--- config.mk ---
export PLATFORM = sky130hd
export DESIGN_NAME = pgram_chunk_map
export DESIGN_NICKNAME = d
export VERILOG_FILES = /design/src/rtl/pgram_pkg.sv /design/src/rtl/pgram_break_timer.sv /design/src/rtl/pgram_req_decode.sv /design/src/rtl/pgram_prio_sel.sv /design/src/rtl/pgram_chunk_map.sv
export SDC_FILE = /design/constraint.sdc
export NUM_CORES = 1
export LEC_CHECK = 0
export CAP_MARGIN = 20
export CORE_UTILIZATION = 51
export DETAILED_ROUTE_END_ITERATION = 12
export GPL_TIMING_DRIVEN = 1
export MAX_ROUTING_LAYER = met4
export PLACE_DENSITY = 0.81
export SYNTH_ARGS = -nofsm -noshare
export SYNTH_HDL_FRONTEND = slang
export SYNTH_HIERARCHICAL = 1
export SYNTH_SLANG_ARGS = --single-unit
export TNS_END_PERCENT = 10
--- constraint.sdc ---
create_clock -name clk -period 7 [get_ports clk]
set_clock_uncertainty 0.05 [all_clocks]
set_input_delay 1.4 -clock clk [delete_from_list [all_inputs] [get_ports clk]]
set_output_delay 1.4 -clock clk [all_outputs]
set_load 0.02 [all_outputs]
--- src/rtl/pgram_pkg.sv ---
package pgram_pkg;

    localparam int CHUNK_W    = 5;
    localparam int NUM_CHUNKS = 1 << CHUNK_W;
    localparam int OFS_W      = 14;
    localparam int CPU_AW     = 16;
    localparam int BANK_W     = CHUNK_W - 1;
    localparam int XIDX_W     = 3;
    localparam int NUM_SRC    = 4;
    localparam int RAM_AW     = CHUNK_W + OFS_W;

    // source positions, lower index wins
    localparam int SRC_RECOV  = 0;
    localparam int SRC_SHPRIV = 1;
    localparam int SRC_XIMG   = 2;
    localparam int SRC_SWBANK = 3;

    typedef logic [CHUNK_W-1:0] chunk_t;

    typedef struct packed {
        logic   vld;
        chunk_t num;
    } chunk_req_t;

    typedef enum logic [1:0] {
        IMG_DUO_A = 2'd0,
        IMG_DUO_B = 2'd1,
        IMG_QUAD  = 2'd2,
        IMG_OCT   = 2'd3
    } img_e;

    localparam chunk_t CH_SHADOW_MAIN = chunk_t'(16);
    localparam chunk_t CH_SHARED      = chunk_t'(17);

    // first chunk holding bank index 1 of each image kind
    function automatic chunk_t img_base(img_e kind);
        case (kind)
            IMG_DUO_A: return chunk_t'(20);
            IMG_DUO_B: return chunk_t'(21);
            IMG_QUAD:  return chunk_t'(22);
            default:   return chunk_t'(25);
        endcase
    endfunction

    // number of banks in each image, bank 0 lives in the sideways area
    function automatic logic [XIDX_W:0] img_span(img_e kind);
        case (kind)
            IMG_DUO_A, IMG_DUO_B: return 4'd2;
            IMG_QUAD:             return 4'd4;
            default:              return 4'd8;
        endcase
    endfunction

    function automatic chunk_req_t ximg_lookup(img_e kind, logic [XIDX_W-1:0] idx);
        chunk_req_t r;
        r.vld = (idx != '0) && ({1'b0, idx} < img_span(kind));
        r.num = img_base(kind) + chunk_t'(idx) - chunk_t'(1);
        return r;
    endfunction

endpackage

--- src/rtl/pgram_break_timer.sv ---
module pgram_break_timer #(
    parameter int LONG_PRESS_CYCLES = 2_000_000
) (
    input  logic clk,
    input  logic rst,
    input  logic brk_held,
    output logic rec_mode
);
    localparam int CNT_W = $clog2(LONG_PRESS_CYCLES + 1);
    localparam logic [CNT_W-1:0] LIMIT    = CNT_W'(LONG_PRESS_CYCLES);
    localparam logic [CNT_W-1:0] LIMIT_M1 = CNT_W'(LONG_PRESS_CYCLES - 1);

    logic [CNT_W-1:0] hold_cnt;
    logic             short_release;

    assign short_release = (hold_cnt != '0) && (hold_cnt < LIMIT);

    always_ff @(posedge clk) begin
        if (rst) begin
            hold_cnt <= '0;
            rec_mode <= 1'b0;
        end else if (brk_held) begin
            if (hold_cnt != LIMIT) begin
                hold_cnt <= hold_cnt + 1'b1;
            end
            if (hold_cnt == LIMIT_M1) begin
                rec_mode <= 1'b1;
            end
        end else begin
            if (rec_mode && short_release) begin
                rec_mode <= 1'b0;
            end
            hold_cnt <= '0;
        end
    end
endmodule

--- src/rtl/pgram_req_decode.sv ---
module pgram_req_decode
    import pgram_pkg::*;
(
    input  logic                        rec_mode,
    input  logic [3:0]                  win_nib,
    input  logic [BANK_W-1:0]           bank_sel,
    input  logic                        bank_hi,
    input  logic                        shadow_req,
    input  logic                        private_req,
    input  logic                        ximg_req,
    input  logic [1:0]                  ximg_kind,
    input  logic [XIDX_W-1:0]           ximg_idx,
    output chunk_req_t [NUM_SRC-1:0]    reqs
);
    logic       in_paged;
    logic       in_priv;
    logic       in_shadow;
    chunk_req_t ximg_hit;

    assign in_paged  = (win_nib[3:2] == 2'b10);
    assign in_priv   = in_paged && (win_nib != 4'hB);
    assign in_shadow = (win_nib >= 4'h3) && (win_nib <= 4'h7);
    assign ximg_hit  = ximg_lookup(img_e'(ximg_kind), ximg_idx);

    always_comb begin
        reqs = '0;

        reqs[SRC_RECOV].vld = rec_mode && in_paged;
        reqs[SRC_RECOV].num = {bank_hi, bank_sel};

        if (shadow_req && in_shadow) begin
            reqs[SRC_SHPRIV].vld = 1'b1;
            reqs[SRC_SHPRIV].num = (win_nib == 4'h3) ? CH_SHARED : CH_SHADOW_MAIN;
        end else if (private_req && in_priv) begin
            reqs[SRC_SHPRIV].vld = 1'b1;
            reqs[SRC_SHPRIV].num = CH_SHARED;
        end

        reqs[SRC_XIMG].vld = ximg_req && in_paged && ximg_hit.vld;
        reqs[SRC_XIMG].num = ximg_hit.num;

        reqs[SRC_SWBANK].vld = in_paged;
        reqs[SRC_SWBANK].num = {1'b0, bank_sel};
    end
endmodule

--- src/rtl/pgram_prio_sel.sv ---
module pgram_prio_sel
    import pgram_pkg::*;
(
    input  chunk_req_t [NUM_SRC-1:0]  reqs,
    output logic [NUM_CHUNKS-1:0]     sel_vec
);
    logic [NUM_SRC:0]   blocked;
    logic [NUM_SRC-1:0] grant;
    chunk_t             win_num;
    logic               any_grant;

    assign blocked[0] = 1'b0;

    for (genvar s = 0; s < NUM_SRC; s++) begin : g_grant
        assign grant[s]     = reqs[s].vld && !blocked[s];
        assign blocked[s+1] = blocked[s] || reqs[s].vld;
    end

    always_comb begin
        win_num = '0;
        for (int s = 0; s < NUM_SRC; s++) begin
            if (grant[s]) begin
                win_num = win_num | reqs[s].num;
            end
        end
    end

    assign any_grant = |grant;

    for (genvar c = 0; c < NUM_CHUNKS; c++) begin : g_sel
        assign sel_vec[c] = any_grant && (win_num == chunk_t'(c));
    end
endmodule

--- src/rtl/pgram_chunk_map.sv ---
module pgram_chunk_map
    import pgram_pkg::*;
#(
    parameter int LONG_PRESS_CYCLES = 2_000_000
) (
    input  logic                 clk,
    input  logic                 rst,
    input  logic [CPU_AW-1:0]    cpu_addr,
    input  logic                 cpu_rnw,
    input  logic [BANK_W-1:0]    bank_sel,
    input  logic                 bank_hi,
    input  logic                 shadow_req,
    input  logic                 private_req,
    input  logic                 ximg_req,
    input  logic [1:0]           ximg_kind,
    input  logic [XIDX_W-1:0]    ximg_idx,
    input  logic                 brk_key,
    output logic [RAM_AW-1:0]    ram_addr,
    output logic                 ram_ce,
    output logic                 ram_we
);
    logic                      rec_mode;
    chunk_req_t [NUM_SRC-1:0]  reqs;
    logic [NUM_CHUNKS-1:0]     sel_vec;
    chunk_t                    chunk_enc;

    pgram_break_timer #(
        .LONG_PRESS_CYCLES (LONG_PRESS_CYCLES)
    ) i_break_timer (
        .clk      (clk),
        .rst      (rst),
        .brk_held (brk_key),
        .rec_mode (rec_mode)
    );

    pgram_req_decode i_req_decode (
        .rec_mode    (rec_mode),
        .win_nib     (cpu_addr[CPU_AW-1:CPU_AW-4]),
        .bank_sel    (bank_sel),
        .bank_hi     (bank_hi),
        .shadow_req  (shadow_req),
        .private_req (private_req),
        .ximg_req    (ximg_req),
        .ximg_kind   (ximg_kind),
        .ximg_idx    (ximg_idx),
        .reqs        (reqs)
    );

    pgram_prio_sel i_prio_sel (
        .reqs    (reqs),
        .sel_vec (sel_vec)
    );

    // one-hot to binary, by OR of the indices of set bits
    always_comb begin
        chunk_enc = '0;
        for (int c = 0; c < NUM_CHUNKS; c++) begin
            if (sel_vec[c]) begin
                chunk_enc = chunk_enc | chunk_t'(c);
            end
        end
    end

    assign ram_addr = {chunk_enc, cpu_addr[OFS_W-1:0]};
    assign ram_ce   = |sel_vec;
    assign ram_we   = ram_ce && !cpu_rnw;
endmodule

==> impl_metrics.xml <==
<?xml version="1.0" encoding="UTF-8"?>
<metrics>
  <group name="run_status">
    <metric name="status" unit="">finished clean</metric>
  </group>
  <group name="job">
    <metric name="cap_viol_max_count" unit="">0</metric>
  </group>
  <group name="worst_setup_path">
    <metric name="timing.critical_path.from_type" unit="">input pin</metric>
    <metric name="cp.required" unit="ps">5550</metric>
    <metric name="timing.critical_path.arrival" unit="ps">5330</metric>
    <metric name="worstSetupEndpointType" unit="">output pin</metric>
    <metric name="largest_fanout_on_the_critical_path" unit="">5</metric>
    <metric name="worst-setup-path-type" unit="">in -&gt; out</metric>
  </group>
  <group name="synthesis">
    <metric name="postSynth.asyncResetShare" unit="%">0</metric>
    <metric name="count_of_cell_types_in_the_netlist" unit="">58</metric>
    <metric name="syn_area" unit="um^2">2380</metric>
    <metric name="synth.yosys.warnings" unit="">6</metric>
    <metric name="seq_area_frac_synth" unit="%">18.5</metric>
    <metric name="combinational_family_with_the_most_area_after_synthesis" unit="">simple AND/OR/NAND/NOR gates</metric>
    <metric name="number_of_synthesized_flops_with_an_enable_pin" unit="">0</metric>
    <metric name="synthSimpleGateAreaFrac" unit="%">41.6</metric>
    <metric name="synth_adder_area_share" unit="%">4.00</metric>
    <metric name="avgSynthCellArea" unit="um^2">7.55</metric>
    <metric name="synthMuxAreaShare" unit="%">0.421</metric>
    <metric name="postSynthCellCount" unit="">315</metric>
    <metric name="ys_ff_latch" unit="">22</metric>
    <metric name="synth-compound-area-share" unit="%">15.6</metric>
    <metric name="synth-xor-area-share" unit="%">4.05</metric>
    <metric name="postSynth.topFlopCell" unit="">sky130_fd_sc_hd__dfxtp_1</metric>
  </group>
  <group name="detailed_routing">
    <metric name="detail_route.first_pass.iterations" unit="">4</metric>
    <metric name="drtAntennaViolNets" unit="">0</metric>
    <metric name="routed_wl" unit="um">5100</metric>
    <metric name="wl_per_cell" unit="um">13.8</metric>
    <metric name="dr.first_iter.drc_count" unit="">185</metric>
    <metric name="drt_drc_violations_left" unit="">0</metric>
    <metric name="dr_total_vias" unit="">2257</metric>
    <metric name="drt-vias-per-instance" unit="">6.12</metric>
  </group>
  <group name="placed_design">
    <metric name="port-buffer-count" unit="">29</metric>
    <metric name="place.detailed.hpwl" unit="um">3870</metric>
    <metric name="gp_congestion" unit="">0.912</metric>
    <metric name="detailed_place.area" unit="um^2">2520</metric>
    <metric name="dp_cells" unit="">365</metric>
  </group>
  <group name="timing">
    <metric name="final-hold-violation-count" unit="">0</metric>
    <metric name="setup_viol_count_final" unit="">0</metric>
    <metric name="max_clock_freq" unit="MHz">148</metric>
    <metric name="final_period_minus_worst_setup_slack" unit="ps">6780</metric>
    <metric name="finalSetupTns" unit="ps">0</metric>
    <metric name="grt_setup_unrepaired" unit="">no</metric>
    <metric name="timing.hold.ws" unit="ps">455</metric>
    <metric name="max_slew_violation_count" unit="">0</metric>
    <metric name="slew_worst_pin" unit="ps">949</metric>
    <metric name="finalCritPeriodShare" unit="%">96.8</metric>
    <metric name="slew_headroom" unit="%">36.1</metric>
  </group>
  <group name="power_and_ir_drop">
    <metric name="power_report.internal_total" unit="uW">229</metric>
    <metric name="p_sw" unit="uW">107</metric>
    <metric name="pwr-share-clk" unit="%">27.6</metric>
    <metric name="finalPower" unit="uW">335</metric>
    <metric name="power.share.switching" unit="%">31.8</metric>
    <metric name="power_leakage" unit="nW">0.963</metric>
    <metric name="sequentialPowerShare" unit="%">37.7</metric>
    <metric name="power.density_cell_area" unit="nW/um^2">129</metric>
    <metric name="power.ir.vdd_worst" unit="uV">105</metric>
    <metric name="power.combinational.fraction" unit="%">34.7</metric>
  </group>
  <group name="finish">
    <metric name="growth_of_design_area_from_synthesis_to_finish" unit="%">9.16</metric>
    <metric name="post_route_cells_drive_above_1_share" unit="%">12.6</metric>
    <metric name="n_antenna_cell" unit="">0</metric>
    <metric name="layoutNonFillerInstCount" unit="">369</metric>
    <metric name="stdcell_area" unit="um^2">2590</metric>
    <metric name="nNetsFinal" unit="">358</metric>
  </group>
  <group name="clock_network">
    <metric name="tritoncts" unit="">done</metric>
    <metric name="max-clock-path-buffers" unit="">2</metric>
    <metric name="cts_made_buffers" unit="">3</metric>
    <metric name="count_of_hold_buffers_inserted_by_post_cts_repair" unit="">0</metric>
    <metric name="cts.reportedPaths.clkPinSlew" unit="ps">80</metric>
    <metric name="htree_levels" unit="">1</metric>
    <metric name="cts_root_buf" unit="">sky130_fd_sc_hd__clkbuf_8</metric>
    <metric name="insertion_delay" unit="ps">270</metric>
    <metric name="cts.repair_timing.setup_buffer_count" unit="">0</metric>
    <metric name="tritoncts_num_sinks" unit="">22</metric>
    <metric name="cts.repair.resized" unit="">0</metric>
  </group>
  <group name="floorplan">
    <metric name="core_area" unit="um^2">4410</metric>
    <metric name="die_width" unit="um">70.3</metric>
    <metric name="floorplan.io_pins" unit="">54</metric>
    <metric name="floorplan.initialDensity" unit="%">53.9</metric>
    <metric name="chipHeight" unit="um">70.3</metric>
    <metric name="floorplan.die_area" unit="um^2">4940</metric>
    <metric name="rows" unit="">24</metric>
  </group>
  <group name="grt">
    <metric name="antenna_found_initial" unit="">0</metric>
    <metric name="first_pass_grt_wire_length" unit="um">8740</metric>
    <metric name="grt_util_all_layers" unit="%">21.7</metric>
    <metric name="grt_max_degree" unit="">20</metric>
    <metric name="gr-total-overflow" unit="">0</metric>
    <metric name="first_global_vias" unit="">2060</metric>
  </group>
  <group name="worst_hold_path">
    <metric name="hold_wc_path_type" unit="">reg -&gt; reg</metric>
  </group>
</metrics>
[final cells by class]
cell class / instances / area, um^2
fillers: 404 / 1820
well taps: 52 / 65.1
clock buffers: 4 / 55.1
repair buffers: 38 / 363
flip-flops and latches: 22 / 440
inverters: 22 / 82.6
multi-input cells: 231 / 1590
[power by group through the flow]
stage | logic, mW | clock network [mW] | registers (mW)
after global routing | 0.128 | 0.0986 | 0.127
after global placement | 0.114 | 0 | 0.129
final | 0.117 | 0.0926 | 0.126
after floorplan | 0.0888 | 0 | 0.129
after detailed placement | 0.115 | 0 | 0.129
after CTS | 0.115 | 0.0941 | 0.126
[sequential cells by signal (all words and copies together) (netlist names)]
signal / cells
i_break_timer/rec_mode: 1
i_break_timer/hold_cnt: 21
[worst max-delay path: stages]
cell and delay (ps):
sky130_fd_sc_hd__clkdlybuf4s50_1 450, sky130_fd_sc_hd__inv_1 100, sky130_fd_sc_hd__nand2_1 60, sky130_fd_sc_hd__ha_1 260, sky130_fd_sc_hd__inv_1 50, sky130_fd_sc_hd__ha_1 160
sky130_fd_sc_hd__inv_1 60, sky130_fd_sc_hd__fa_1 370, sky130_fd_sc_hd__xor2_1 170, sky130_fd_sc_hd__a211oi_1 270, sky130_fd_sc_hd__a211oi_2 150, sky130_fd_sc_hd__buf_4 170
sky130_fd_sc_hd__inv_1 100, sky130_fd_sc_hd__nor3_1 70, sky130_fd_sc_hd__or4_4 560, sky130_fd_sc_hd__nor4_4 320, sky130_fd_sc_hd__inv_1 70, sky130_fd_sc_hd__clkdlybuf4s50_1 540
[placed cells by master, fill, tap and decap left out, types with 5 or more instances in the layout]
master	n
sky130_fd_sc_hd__a21oi_1	14
sky130_fd_sc_hd__buf_4	9
sky130_fd_sc_hd__clkdlybuf4s50_1	27
sky130_fd_sc_hd__dfxtp_1	22
sky130_fd_sc_hd__ha_1	6
sky130_fd_sc_hd__inv_1	22
sky130_fd_sc_hd__nand2_1	16
sky130_fd_sc_hd__nand2b_1	5
sky130_fd_sc_hd__nand3_1	12
sky130_fd_sc_hd__nand3b_1	5
sky130_fd_sc_hd__nand4_1	10
sky130_fd_sc_hd__nor2_1	18
sky130_fd_sc_hd__nor3_1	30
sky130_fd_sc_hd__nor3_2	8
sky130_fd_sc_hd__nor4_1	12
sky130_fd_sc_hd__o21ai_0	6
sky130_fd_sc_hd__or4_1	10
sky130_fd_sc_hd__xor2_1	7
[logic make-up after synthesis]
family                     count (synthesis)
adders and majority gates                  7
xor gates and xnor gates                  11
buffers and inverters                     65
AOI/OAI and AO/OA                         51
muxes                                      1
other                                      1
and+or+nand+nor                          157
DFF                                       22
[stage by stage]
stage	setup slack, ps	util (%)
6_report	223	58.8
3_3_place_gp	172	57.1
3_5_place_dp	146	57.1
2_1_floorplan	1070	-
4_1_cts	140	58.4
5_1_grt	1.14	58.8
[layer usage]
layer | vias to the layer above | GRT usage, % | wire length (um)
li1 | 1145 | - | -
met1 | 1040 | 26.5 | 2390
met2 | 65 | 36.9 | 2430
met3 | 7 | 3.17 | 216
met4 | 0 | 6.22 | 65
met5 | - | - | 0
[path summary, 6_finish.rpt]
kind	from	endpoint	slack (ps)	depth (start not counted)
hold / removal	i_break_timer/hold_cnt[20]	i_break_timer/hold_cnt[20]	450	2
setup reg to reg	i_break_timer/hold_cnt[7]	i_break_timer/hold_cnt[20]	4900	4
hold reg to reg	i_break_timer/hold_cnt[20]	i_break_timer/hold_cnt[20]	450	2
setup / recovery	ximg_kind[0]	ram_addr[18]	220	18
[cell usage after synthesis, drive strengths merged, types with 3 or more instances]
cell type,instances,share of area [%]
nand4,11,3.5
clkbuf,7,1.2
buf,36,11
a211oi,4,1.5
nor2b,5,1.4
xor2,7,2.6
xnor2,4,1.5
nand3,12,2.5
and4,3,1.1
a22o,3,1.1
o21ai,6,1.3
nand2b,5,1.3
nor3,38,9.7
a21oi,15,3.3
nand3b,5,1.6
inv,22,3.5
a31oi,4,1.1
or3,4,1.1
ha,6,3.2
dfxtp,22,19
nor2,18,2.8
nor4,14,4.9
or2,4,1.1
or4,15,5.4
nand2,18,2.9
No activity file was read; power rests on OpenSTA's default activity.
